===== config.mk =====
export PLATFORM = sky130hd
export DESIGN_NAME = dual_section_counter
export DESIGN_NICKNAME = d
export VERILOG_FILES = /design/src/rtl/dsc_pkg.sv /design/src/rtl/dsc_fall_detect.sv /design/src/rtl/dsc_toggle_stage.sv /design/src/rtl/dsc_modn_stage.sv /design/src/rtl/dual_section_counter.sv
export SDC_FILE = /design/constraint.sdc
export NUM_CORES = 1
export LEC_CHECK = 0
export BUFFER_PORTS_ARGS = -buffer_cell sky130_fd_sc_hd__buf_2
export CORE_AREA = 8 8 45 47
export CTS_BUF_LIST = sky130_fd_sc_hd__clkbuf_8 sky130_fd_sc_hd__clkbuf_16
export DETAILED_ROUTE_END_ITERATION = 8
export DIE_AREA = 0 0 53 55
export SYNTH_ARGS = -nofsm -noshare
export SYNTH_HDL_FRONTEND = slang
export SYNTH_SLANG_ARGS = --single-unit

===== constraint.sdc =====
create_clock -name clk -period 1.6 [get_ports clk]
set_input_delay 0.32 -clock clk [delete_from_list [all_inputs] [get_ports clk]]
set_output_delay 0.32 -clock clk [all_outputs]
set_load 0.01 [all_outputs]

===== src/rtl/dsc_pkg.sv =====
// Package: shared definitions for the dual-section counter.
// Assumes: the high section always drives three output bits (Q3..Q1).
package dsc_pkg;

    // Width of the high section's output field.
    localparam int unsigned HI_W = 3;

    // Per-cycle command applied to both sections.
    typedef enum logic [1:0] {
        CTL_RUN   = 2'd0,
        CTL_CLEAR = 2'd1,
        CTL_NINE  = 2'd2
    } ctl_e;

    // Resolve the gated controls; nine wins over clear when allowed.
    function automatic ctl_e ctl_decode(
        input logic clr_a,
        input logic clr_b,
        input logic nine_a,
        input logic nine_b,
        input logic nine_ok
    );
        if (nine_ok && nine_a && nine_b) begin
            return CTL_NINE;
        end
        if (clr_a && clr_b) begin
            return CTL_CLEAR;
        end
        return CTL_RUN;
    endfunction

endpackage


===== src/rtl/dsc_fall_detect.sv =====
// Module: synchronizes one slow count input and flags its falling edges.
// Assumes: the input holds each level for at least SYNC_STAGES+1 clk cycles.
// The chain resets low, so an input that is already high at reset gives no false edge.
module dsc_fall_detect #(
    parameter int unsigned SYNC_STAGES = 2
) (
    input  logic clk,
    input  logic rst_n,
    input  logic line_i,
    output logic fall_o
);

    localparam int unsigned LAST = SYNC_STAGES - 1;

    logic [SYNC_STAGES-1:0] sync_q;
    logic                   prev_q;

    // Shift the raw line through the synchronizer chain.
    always_ff @(posedge clk) begin
        if (!rst_n) begin
            sync_q <= '0;
        end else begin
            sync_q <= {sync_q[SYNC_STAGES-2:0], line_i};
        end
    end

    // Keep the previous synchronized level for edge comparison.
    always_ff @(posedge clk) begin
        if (!rst_n) begin
            prev_q <= 1'b0;
        end else begin
            prev_q <= sync_q[LAST];
        end
    end

    // A step is "was high, now low".
    always_comb begin
        fall_o = prev_q & ~sync_q[LAST];
    end

    // a step enable never lasts two cycles.
    assert_fall_single_R11: assert property (@(posedge clk) disable iff (!rst_n)
        fall_o |=> !fall_o);

endmodule


===== src/rtl/dsc_toggle_stage.sv =====
// Module: divide-by-two section driving bit 0 of the count.
// Assumes: step is a one-cycle enable; ctl is already priority-resolved.
module dsc_toggle_stage
    import dsc_pkg::*;
(
    input  logic clk,
    input  logic rst_n,
    input  ctl_e ctl,
    input  logic step,
    output logic q_o
);

    logic q_q;

    // Apply the override or flip on a step.
    always_ff @(posedge clk) begin
        if (!rst_n) begin
            q_q <= 1'b0;
        end else begin
            unique case (ctl)
                CTL_CLEAR: q_q <= 1'b0;
                CTL_NINE:  q_q <= 1'b1;
                default:   if (step) q_q <= ~q_q;
            endcase
        end
    end

    // Drive the section output.
    always_comb begin
        q_o = q_q;
    end

    // a step in run mode changes the bit.
    assert_q0_toggle_R2: assert property (@(posedge clk) disable iff (!rst_n)
        (ctl == CTL_RUN && step) |=> (q_o != $past(q_o)));
    // without a step in run mode the bit holds.
    assert_q0_hold_R2: assert property (@(posedge clk) disable iff (!rst_n)
        (ctl == CTL_RUN && !step) |=> $stable(q_o));
    // clear forces the bit low.
    assert_q0_clear_R8: assert property (@(posedge clk) disable iff (!rst_n)
        (ctl == CTL_CLEAR) |=> (q_o == 1'b0));

endmodule


===== src/rtl/dsc_modn_stage.sv =====
// Module: divide-by-MODULUS section driving bits 3..1 as plain binary.
// Assumes: 2 <= MODULUS <= 8; nine is only requested when MODULUS is 5.
module dsc_modn_stage
    import dsc_pkg::*;
#(
    parameter int unsigned MODULUS = 5
) (
    input  logic            clk,
    input  logic            rst_n,
    input  ctl_e            ctl,
    input  logic            step,
    output logic [HI_W-1:0] q_o
);

    localparam logic [HI_W-1:0] TOP_VAL  = HI_W'(MODULUS - 1);
    localparam logic [HI_W-1:0] NINE_VAL = HI_W'(4);

    logic [HI_W-1:0] q_q;
    logic [HI_W-1:0] q_inc;

    // Next value in the wrapping binary sequence.
    always_comb begin
        q_inc = (q_q == TOP_VAL) ? '0 : q_q + 1'b1;
    end

    // Apply the override or advance on a step.
    always_ff @(posedge clk) begin
        if (!rst_n) begin
            q_q <= '0;
        end else begin
            unique case (ctl)
                CTL_CLEAR: q_q <= '0;
                CTL_NINE:  q_q <= NINE_VAL;
                default:   if (step) q_q <= q_inc;
            endcase
        end
    end

    // Drive the section output.
    always_comb begin
        q_o = q_q;
    end

    // the field never leaves 0..MODULUS-1.
    assert_b_range_R3: assert property (@(posedge clk) disable iff (!rst_n)
        q_o <= TOP_VAL);
    // a step in run mode always moves the field.
    assert_b_step_R3: assert property (@(posedge clk) disable iff (!rst_n)
        (ctl == CTL_RUN && step) |=> (q_o != $past(q_o)));
    // no step in run mode, no movement.
    assert_b_hold_R3: assert property (@(posedge clk) disable iff (!rst_n)
        (ctl == CTL_RUN && !step) |=> $stable(q_o));
    // clear empties the field.
    assert_b_clear_R8: assert property (@(posedge clk) disable iff (!rst_n)
        (ctl == CTL_CLEAR) |=> (q_o == '0));

endmodule


===== src/rtl/dual_section_counter.sv =====
// Module: top of the dual-section counter; two synchronized count inputs,
// a divide-by-two section and a divide-by-MODULUS section, gated controls.
// Assumes: count inputs are slow relative to clk; the controls are level inputs.
module dual_section_counter
    import dsc_pkg::*;
#(
    parameter int unsigned SECOND_MOD  = 5,
    parameter int unsigned SYNC_STAGES = 2
) (
    input  logic       clk,
    input  logic       rst_n,
    input  logic       tick_a_i,
    input  logic       tick_b_i,
    input  logic       clr_a_i,
    input  logic       clr_b_i,
    input  logic       nine_a_i,
    input  logic       nine_b_i,
    output logic [3:0] count_o
);

    localparam int unsigned N_SECT   = 2;
    localparam logic        HAS_NINE = (SECOND_MOD == 5);

    logic [N_SECT-1:0] tick_raw;
    logic [N_SECT-1:0] tick_fall;
    ctl_e              ctl;
    logic              q_lo;
    logic [HI_W-1:0]   q_hi;

    // Gather the count inputs for the repeated edge detectors.
    always_comb begin
        tick_raw = {tick_b_i, tick_a_i};
    end

    // One synchronizer and edge detector per section.
    for (genvar s = 0; s < N_SECT; s++) begin : g_edge
        dsc_fall_detect #(
            .SYNC_STAGES (SYNC_STAGES)
        ) u_fall (
            .clk    (clk),
            .rst_n  (rst_n),
            .line_i (tick_raw[s]),
            .fall_o (tick_fall[s])
        );
    end

    // Resolve the gated controls into one command.
    always_comb begin
        ctl = ctl_decode(clr_a_i, clr_b_i, nine_a_i, nine_b_i, HAS_NINE);
    end

    dsc_toggle_stage u_lo (
        .clk   (clk),
        .rst_n (rst_n),
        .ctl   (ctl),
        .step  (tick_fall[0]),
        .q_o   (q_lo)
    );

    dsc_modn_stage #(
        .MODULUS (SECOND_MOD)
    ) u_hi (
        .clk   (clk),
        .rst_n (rst_n),
        .ctl   (ctl),
        .step  (tick_fall[1]),
        .q_o   (q_hi)
    );

    // Assemble the 4-bit count from both sections.
    always_comb begin
        count_o = {q_hi, q_lo};
    end

    // a full nine request loads nine.
    assert_nine_R9: assert property (@(posedge clk) disable iff (!rst_n)
        (HAS_NINE && nine_a_i && nine_b_i) |=> (count_o == 4'b1001));
    // nine wins over a simultaneous clear.
    assert_nine_prio_R10: assert property (@(posedge clk) disable iff (!rst_n)
        (HAS_NINE && nine_a_i && nine_b_i && clr_a_i && clr_b_i) |=> (count_o == 4'b1001));
    // a full clear without nine empties the count.
    assert_clear_R8: assert property (@(posedge clk) disable iff (!rst_n)
        (clr_a_i && clr_b_i && !(HAS_NINE && nine_a_i && nine_b_i)) |=> (count_o == 4'b0000));

endmodule


==> Word-level counts from Yosys, hierarchy flattened <==
Cells that the tools add are included.
{ "totals": {"reg_bits": 10, "inputBits": 8, "out_inout_bits": 4, "wordCells": 31} }
{ "classes": {"add_sub_neg": 1, "eq_ne": 3, "n_mux": 12, "bitwise": 5, "n_reduce_logical": 4} }
{ "ops": {"columns": ["op", "n"], "rows": [
  ["2-bit two-way mux", 4],
  ["3-bit two-way mux", 2],
  ["3-bit case mux with 2 select lines", 1],
  ["3-bit nonzero test", 2],
  ["1-bit two-way mux", 4],
  ["3-bit by 1-bit adder with 3-bit output (second input constant)", 1],
  ["3-bit == test (second input constant)", 1],
  ["1-bit inverter", 3],
  ["1-bit AND", 2],
  ["2-bit by 1-bit == test with 1-bit output (second input constant)", 1],
  ["2-bit == test (second input constant)", 1],
  ["1-bit logical AND", 2],
  ["1-bit case mux with 2 select lines", 1]
]} }

==> Longest topological paths before layout <==
Gate-level depths: netlist (run 1).
{ "logic_depth": {"word_depth": 7, "ltp_mapped": 5, "mapped_depth_nobuf": 5} }

==> By module <==
From an unflattened synthesis (run 1), not the netlist that was laid out.
{ "unflattened": {"cells_unflattened": 54, "hier_area_um2": 525.5} }
{ "by_module_without_submodules": {"columns": ["mod", "n_inst", "cells_each", "area_each_um2", "seq_area_each_um2"], "rows": [
  ["dsc_modn_stage", 1, 26, 220.2, 60.1],
  ["dsc_fall_detect", 2, 7, 88.8, 60.1],
  ["dsc_toggle_stage", 1, 10, 101.3, 20.0],
  ["dual_section_counter", 1, 4, 26.3, 0.0]
]} }

==> Worst setup path before layout (run 1) <==
OpenSTA, ideal clock, no wires.
{ "synth_timing": {"path_kind": "reg2reg", "from": "register u_hi.q_q[0], in the netlist u_hi.q_o[0]", "to": "register u_hi.q_q[1], in the netlist u_hi.q_o[1]", "setup_ps": 66, "arrival_ps": 968, "t_required_ps": 1534, "path_slack_ps": 566, "path_stages_with_launch": 6, "path_buffers": 0, "period_less_slack_ps": 1034, "path_cell_list": "dfxtp_1 > inv_1 > ha_1 > nand2_1 > nand4b_1 > a21oi_2"} }
{ "synth_via": {"elab_chain_len": 4, "word_cells_on_any_way": 5, "cone_classes": "add/sub (1); eq/ne (1); mux (3)"} }
{ "synth_rtl": {"columns": ["item", "line_no", "rtl"], "rows": [
  ["from (decl)", "dsc_modn_stage.sv:18", "logic [HI_W-1:0] q_q;"],
  ["from (signal assigned)", "dsc_modn_stage.sv:34", "default: if (step) q_q <= q_inc;"],
  ["3-bit by 1-bit adder with 3-bit output or 3-bit == test (tied branches)", "dsc_modn_stage.sv:23", "q_inc = (q_q == TOP_VAL) ? '0 : q_q + 1'b1;"],
  ["3-bit two-way mux (*)", "dsc_modn_stage.sv:23", null],
  ["3-bit two-way mux (*)", "dsc_modn_stage.sv:34", null],
  ["3-bit case mux with 2 select lines (*)", "dsc_modn_stage.sv:31", "unique case (ctl)"]
]} }
Mark *: on every way between the ends. The rest lies on a longest branch, timed or not. The select of a mux whose other input is x is not followed.
A chain may end at the register's enable or synchronous reset.

==> Worst setup path in the final report (run 1) <==
{ "layout_timing": {"from": "register u_hi.q_q[0], in the netlist u_hi.q_o[0]", "to": "output port count_o[1]"} }
{ "layout_rtl": {"columns": ["item", "line_no", "rtl"], "rows": [
  ["to (decl)", "dual_section_counter.sv:18", "output logic [3:0] count_o"]
]} }
No word-level cell between the ends.

==> results_dict.tcl, run 1 <==
set metrics [dict create \
    htree_levels 1 \
    min_from "tick_b_i" \
    path_buf_inv 1 \
    multi_input_area_um2 209 \
    io_pins 12 \
    place_ws_ps 531 \
    finalWirelength_um 751 \
    cp_max_fo 4 \
    cts_buffers 3 \
    syn_area_per_cell_um2 10.6 \
    p_leak_uw 0.000231 \
    fmax_mhz 918 \
    grt_overflow 0 \
    ant_nets 0 \
    worst_slew_pin_slew_ps 243 \
    powerDensity_nw_per_um2 1050 \
    synth_cells 40 \
    internal_power_uw 448 \
    drv_cap 0 \
    via_count 310 \
    r2r_slack_ps 530 \
    dp_hpwl_um 599 \
    clk_pin_slew_ps 40 \
    dieArea_um2 2920 \
    start_util_pct 30.7 \
    synth_top_area_share_pct 47.2 \
    clock_skew_ps 0.453 \
    reg2regPathDepth 5 \
    end_kind "output port" \
    synth.area.top_cells "dfxtp_1, and2_2, ha_1" \
    pwr-share-clk_pct 44.4 \
    arrival_ps 770 \
    netlist.top_cell.by_area "dfxtp_1" \
    syn2layout_area_growth_pct 25.7 \
    grt_start_max_net_pins 10 \
    grt_pass1_wl_um 1270 \
    syn_nets 50 \
    seq_area_frac_synth_pct 47.2 \
    num_rows 14 \
    timing.rr.end "u_hi.q_o[1]" \
    cp_data_required_time_ps 1280 \
    clk_latency_ps 230 \
    fin_nets 65 \
    antenna_found_initial 0 \
    finalCriticalPeriod_ps 1090 \
    hold_depth 2 \
    swShare_pct 19.8 \
    synth_ff_type "dfxtp_1" \
    outcome "finished, final reports clean" \
    ys_top_cells_by_count "dfxtp_1, and2_2, nand2_1" \
    hold_path.class "in2reg" \
    p_seq_share_pct 47.7 \
    grt_pass1_vias 309 \
    drt_iter0_drc 2 \
    path_cells "buf_2" \
    power_uw 558 \
    tritoncts "done" \
    drc 0 \
    cp-start-kind "flop" \
    drive_gt1_share_pct 45.3 \
    setup_slack_ps 511 \
    die-height_um 55 \
    synth.most_common_cell "dfxtp_1" \
    slowest_stage "dfxtp_1" \
    crit_family "flip-flops" \
    portBuffers 11 \
    drt_pre_antenna_iters 2 \
    coreArea_um2 1380 \
    combPwrFrac_pct 7.8 \
    cts_setup_buffers 0 \
    cts_resized 0 \
    fillers 142 \
    yosys_warnings 0 \
    diodes 0 \
    maxSlewViolCount 0 \
    fin_tns_setup_ps 0 \
    post-route-period-util_pct 68.1 \
    switching_power_uw 111 \
    min_to "g_edge[1].u_fall.sync_q[0]" \
    synth_edf_count 0 \
    grt.total_usage_pct 6.02 \
    clock_path_buffers 2 \
    ys_ff_latch 10 \
    drt-wirelength-per-cell_um 10.9 \
    place.gp.congestion 0.818 \
    max_stage_delay_ps 380 \
    seqCellArea_um2 200 \
    syn_area_um2 424 \
    cts_root_buf "clkbuf_8" \
    cts_hold_buf 0 \
    rr_startpoint "u_hi.q_o[0]" \
    crit_type "reg2out" \
    relSlewSlack_pct 83.6 \
    cts_sinks 10 \
    rsz0062_at_grt "false" \
    vias_per_cell 4.49 \
    hold_viol 0 \
    die_x_um 53 \
    vdd_drop_max_mv 0.837 \
    async_reset_ff_share_pct 0 \
    synth_cell_types 18 \
    finalSetupViolCount 0 \
]
[placed cells by master, fill, tap and decap left out]
cell / n
buf_2: 11
nor2_1: 1
xnor2_1: 1
a32o_1: 1
and2_2: 6
nand2_2: 1
inv_1: 2
ha_1: 2
o211ai_1: 1
a32oi_1: 1
a21oi_2: 2
nand3b_1: 1
dfxtp_1: 10
a21boi_4: 1
nand4b_1: 1
nand2_1: 5
nor4bb_1: 1
clkbuf_8: 3
nand2b_1: 2
[final cells by class]
class | count | share of cell area (%)
Clock buffer | 3 | 7.75
Timing Repair Buffer | 11 | 10.3
Tap cell | 16 | 3.76
Sequential cell | 10 | 37.6
Inverter | 2 | 1.41
Multi-Input combinational cell | 27 | 39.2
[flip-flops by register name (all words and copies together), names as in the netlist]
register              flops
g_edge.u_fall.prev_q      2
g_edge.u_fall.sync_q      4
u_lo.q_o                  1
u_hi.q_o                  3
[how the worst max path moves through the flow]
stage | startpoint | depth (start not counted) | to
floorplan | u_hi.q_o[0] | 5 | u_hi.q_o[1]
global placement | u_hi.q_o[0] | 4 | u_hi.q_o[1]
detailed placement | u_hi.q_o[0] | 5 | u_hi.q_o[1]
CTS | u_hi.q_o[0] | 1 | count_o[1]
global route | u_hi.q_o[0] | 5 | u_hi.q_o[1]
finish | u_hi.q_o[0] | 1 | count_o[1]
[worst reg2reg max path, cell delays in order (launching register included)]
cell and delay (ps):
dfxtp_1 380, inv_1 80, ha_1 210, nand2_1 90, nand4b_1 110, a21oi_2 140
[power groups by stage]
stage,Sequential (uW),Clock (uW),Combinational [uW]
2_1_floorplan,271,0,26.5
3_3_place_gp,270,0,44.1
3_5_place_dp,271,0,44.5
4_1_cts,267,254,44.4
5_1_grt,268,264,49.0
6_report,267,248,43.7
[cells by family after synthesis]
group | synth area share (%)
buffers and inverters | 3.54
adders and majority gates | 5.90
AOI/OAI and AO/OA | 14.8
xor gates and xnor gates | 2.07
DFF | 47.2
and+or+nand+nor | 26.5
[layer usage]
layer	global-route usage [%]	wire length, um	part of all wire, %	vias up
met5	0	0	0	-
met4	0	0	0	0
met3	6.15	94	13	0
met2	8.20	284	38	12
met1	6.87	373	50	138
li1	-	-	-	160
[metrics by stage]
step                      cells  cell area, um^2  hold WS [ps]  utilization, %
after floorplan              40              424           426               -
after global placement       66              492           428            35.5
after detailed placement     66              492           434            35.5
after CTS                    69              533           301            38.5
after global routing         69              533           306            38.5
final                        69              533           307            38.5
Note: power is estimated with default switching activity, not from simulation.
==> run 2: changes to the inputs <==
Clock period 1.6 ns to 1 ns, I/O delays scaled along.
==> results_dict.tcl, run 2 (synthesized netlist as in run 1, its figures left out) <==
set metrics [dict create \
    path_cells "ha_4, nor4bb_4, a32oi_1, nand2_1" \
    dp_hpwl_um 546 \
    syn2layout_area_growth_pct 38.9 \
    cp_max_fo 4 \
    violations "setup timing" \
    clk_latency_ps 230 \
    worst_slew_pin_slew_ps 197 \
    layout_commonest_cell "buf_2" \
    drt-wirelength-per-cell_um 11.7 \
    post-route-period-util_pct 101 \
    fin_nets 65 \
    antenna_found_initial 0 \
    grt_start_max_net_pins 10 \
    multi_input_area_um2 251 \
    finalNonFillerCells 69 \
    grt.total_usage_pct 6.03 \
    maxSlewViolCount 0 \
    cts_buffers 3 \
    ant_nets 0 \
    drv_cap 0 \
    cts_root_buf "clkbuf_8" \
    drt_pre_antenna_iters 2 \
    path_buf_inv 0 \
    finalWirelength_um 804 \
    crit_type "reg2reg" \
    grt_overflow 0 \
    num_rows 14 \
    drive_gt1_share_pct 62.3 \
    relSlewSlack_pct 86.8 \
    fillers 134 \
    place_ws_ps -8.57 \
    drt_iter0_drc 2 \
    slowest_stage "dfxtp_4" \
    finalCriticalPeriod_ps 1010 \
    diodes 0 \
    dieArea_um2 2920 \
    io_pins 12 \
    portBuffers 11 \
    clk_pin_slew_ps 50 \
    p_leak_uw 0.000235 \
    finalSetupViolCount 1 \
    dp.cells 66 \
    cp_data_required_time_ps 1120 \
    tritoncts "done" \
    outcome "complete, but fails checks" \
    via_count 306 \
    fmax_mhz 987 \
    grt_pass1_wl_um 1180 \
    end_kind "flop" \
    drc 0 \
    powerDensity_nw_per_um2 1540 \
    clock_path_buffers 2 \
    fin_tns_setup_ps -12.7 \
    max_stage_delay_ps 360 \
    rsz0062_at_grt "true" \
    start_util_pct 30.7 \
    seqCellArea_um2 209 \
    largest_reg_flops 4 \
    place_area_um2 494 \
    die_x_um 53 \
    die-height_um 55 \
    final_cell_mix "buf_2, dfxtp_1, and2_2, nand2_1, clkbuf_8" \
    clock_skew_ps 5.13 \
    arrival_ps 1130 \
    hold_viol 0 \
    stdcell_area_um2 589 \
    htree_levels 1 \
    cts_sinks 10 \
    cts_hold_buf 0 \
    vias_per_cell 4.43 \
    hold_path.class "in2reg" \
    vdd_drop_max_mv 1.06 \
    grt_pass1_vias 281 \
    top_register "g_edge.u_fall.sync_q" \
    top_regs "g_edge.u_fall.sync_q (4), u_hi.q_o (3), g_edge.u_fall.prev_q (2)" \
    cts_setup_buffers 0 \
    coreArea_um2 1380 \
    place.gp.congestion 0.687 \
    cp-start-kind "flop" \
    setup_slack_ps -12.7 \
    crit_family "flip-flops" \
]
==> run 2: what timing repair did <==
| item | CTS | global route |
|---|---|---|
| gates cloned | 0 | 0 |
| endpoints found under the setup margin | 2 | 3 |
| pin swaps | 3 | 5 |
| hold endpoints to repair | 0 | 0 |
| resized for setup | 0 | 14 |
==> run 2: worst register-to-register path: stages (launching register included) <==
cell      delay, ps
dfxtp_4         360
ha_4            160
nor4bb_4        140
a32oi_1         170
nand2_1          60
==> run 2: cell type report <==
type	instances	area share (%)
Inverter	2	2.12
Timing Repair Buffer	11	9.34
Tap cell	16	3.40
Sequential cell	10	35.5
Multi-Input combinational cell	27	42.7
Clock buffer	3	7.01
==> run 2: final timing paths <==
check | start | endpoint | slack (ps) | cells after the start
max | u_hi.q_o[0] | u_hi.q_o[2] | -10 | 4
min | tick_b_i | g_edge[1].u_fall.sync_q[0] | 180 | 2
max reg2reg | u_hi.q_o[0] | u_hi.q_o[2] | -10 | 4
min reg2reg | g_edge[0].u_fall.sync_q[0] | g_edge[0].u_fall.sync_q[1] | 440 | 1
==> run 2: report_power, final <==
part / internal (uW) / total (uW) / switching (uW)
Combinational: 40.0 / 72.3 / 32.3
Sequential: 412 / 425 / 12.8
Clock: 263 / 410 / 147
Total: 715 / 908 / 192
==> run 2: through the flow <==
stage	power [uW]	hold slack [ps]	util (%)
after floorplan	475	336	-
after global placement	503	416	35.7
after detailed placement	504	421	35.7
after CTS	926	179	38.7
after global routing	960	176	42.6
final	908	183	42.6
==> run 2: routing by layer <==
layer / global-route usage (%) / part of all wire [%] / vias to the layer above
met5: 0 / 0 / -
met3: 5.61 / 13 / 2
li1: - / - / 160
met4: 5.17 / 1.6 / 0
met1: 6.44 / 41 / 132
met2: 6.84 / 44 / 12
==> run 3: changes to the inputs <==
Settings changed: SYNTH_HIERARCHICAL from default to 1.
==> results_dict.tcl, run 3 <==
set metrics [dict create \
    async_reset_ff_share_pct 0 \
    clock_skew_ps 1.77 \
    cts_buffers 3 \
    clk_pin_slew_ps 50 \
    relSlewSlack_pct 87.4 \
    vdd_drop_max_mv 0.831 \
    cts_hold_buf 0 \
    coreArea_um2 1380 \
    pwr-share-clk_pct 42.6 \
    yosys_warnings 6 \
    combPwrFrac_pct 19.3 \
    p_leak_uw 0.000339 \
    synth_ff_type "dfxtp_1" \
    finalWirelength_um 991 \
    syn_area_um2 526 \
    finalNonFillerCells 91 \
    seq_area_frac_synth_pct 38.1 \
    drv_cap 0 \
    cts_root_buf "clkbuf_8" \
    grt_pass1_vias 424 \
    grt_overflow 0 \
    dp.cells 86 \
    vias_per_cell 4.73 \
    place.gp.congestion 0.751 \
    fin_tns_setup_ps -524 \
    place_area_um2 669 \
    worst_slew_pin_slew_ps 189 \
    grt.total_usage_pct 8.23 \
    io_pins 12 \
    p_seq_share_pct 38.1 \
    cp-start-kind "flop" \
    cts_sinks 10 \
    synth.most_common_cell "dfxtp_1" \
    syn_area_per_cell_um2 9.73 \
    synth_edf_count 0 \
    synth_cell_types 23 \
    synth_cells 54 \
    rsz0062_at_grt "true" \
    via_count 430 \
    ys_top_cells_by_count "dfxtp_1, ha_1, inv_1, and2_1, nand2_1" \
    netlist.top_cell.by_area "dfxtp_1" \
    drc 0 \
    portBuffers 11 \
    drt_iter0_drc 6 \
    maxSlewViolCount 0 \
    die_x_um 53 \
    outcome "complete, but fails checks" \
    clk_latency_ps 230 \
    switching_power_uw 253 \
    ant_nets 0 \
    internal_power_uw 896 \
    largest_reg_flops 4 \
    final_cell_mix "buf_2, dfxtp_1, buf_4" \
    top_register "g_edge.u_fall/sync_q" \
    hold_path.class "in2reg" \
    hold_viol 0 \
    synth_top_area_share_pct 38.1 \
    end_kind "flop" \
    finalCriticalPeriod_ps 1170 \
    post-route-period-util_pct 117 \
    cp_data_required_time_ps 1120 \
    drt-wirelength-per-cell_um 10.9 \
    violations "setup timing" \
    fin_nets 90 \
    stdcell_area_um2 792 \
    layout_commonest_cell "buf_2" \
    clock_path_buffers 2 \
    start_util_pct 38.0 \
    cp_max_fo 2 \
    arrival_ps 1290 \
    grt_start_max_net_pins 12 \
    syn2layout_area_growth_pct 50.7 \
    drive_gt1_share_pct 64.0 \
    top_regs "g_edge.u_fall/sync_q (4), u_hi/q_o (3), g_edge.u_fall/prev_q (2)" \
    fmax_mhz 853 \
    htree_levels 1 \
    finalSetupViolCount 4 \
    powerDensity_nw_per_um2 1450 \
    dp_hpwl_um 713 \
    synth.area.top_cells "dfxtp_1, ha_1, and2_1" \
    ys_ff_latch 10 \
    grt_pass1_wl_um 1800 \
    drt_pre_antenna_iters 4 \
    num_rows 14 \
    swShare_pct 22.0 \
    syn_nets 68 \
    die-height_um 55 \
    setup_slack_ps -173 \
    antenna_found_initial 0 \
    diodes 0 \
    dieArea_um2 2920 \
    r2r_slack_ps -170 \
    crit_type "reg2reg" \
    tritoncts "done" \
]
run 3: final cells by class:
type	count	area (um^2)
fill	120	592
multi-input combinational	37	365
sequential	10	205
timing repair buffer	18	124
clock buffer	4	55.1
inverter	6	22.5
tap	16	20.0
run 3: layer usage:
metal	track usage (%)	wire length, um	share of wire [%]
met1	8.45	431	43
met2	14.5	477	48
met3	2.41	73	7.4
met4	5.17	9	0.91
met5	0	0	0
run 3: path summary, 6_finish.rpt:
path,start,cells past startpoint,to
setup reg to reg,g_edge[1].u_fall/sync_q[1],4,u_hi/q_o[0]
setup / recovery,g_edge[1].u_fall/sync_q[1],4,u_hi/q_o[0]
hold / removal,tick_b_i,2,g_edge[1].u_fall/sync_q[0]
hold reg to reg,g_edge[0].u_fall/sync_q[0],1,g_edge[0].u_fall/sync_q[1]
run 3: logic make-up after synthesis:
family | count (synthesis) | share of synthesized area [%]
flip-flops | 10 | 38.1
buffers and inverters | 7 | 5.71
AND/OR/NAND/NOR | 25 | 32.4
AO/OA/AOI/OAI | 6 | 9.52
adder cells (fa/ha/maj) | 6 | 14.3
run 3: timing repair:
item                       in CTS  in global routing
setup buffers                   1                  0
resized for setup              17                  0
setup endpoints to repair       5                  4
pin swaps                       6                  0
run 3: stage by stage:
stage,utilization (%),power [uW],hold slack (ps),setup slack [ps]
final,57.2,1150,174,-173
after global routing,57.2,1210,176,-222
after CTS,57.2,1170,167,-178
after detailed placement,48.4,629,409,-425
after global placement,48.4,626,409,-407
after floorplan,-,560,318,-251
run 3: power groups by stage:
stage / combinational [uW] / clock (uW) / sequential (uW)
floorplan: 114 / 0 / 445
global placement: 185 / 0 / 441
detailed placement: 187 / 0 / 442
CTS: 222 / 509 / 437
global route: 246 / 524 / 439
finish: 222 / 489 / 437
run 3: critical path, stage by stage, from the launching register on:
cell and delay [ps]:
dfxtp_1 310, and2b_2 220, or3_4 390, nand4_1 80, a21boi_1 60
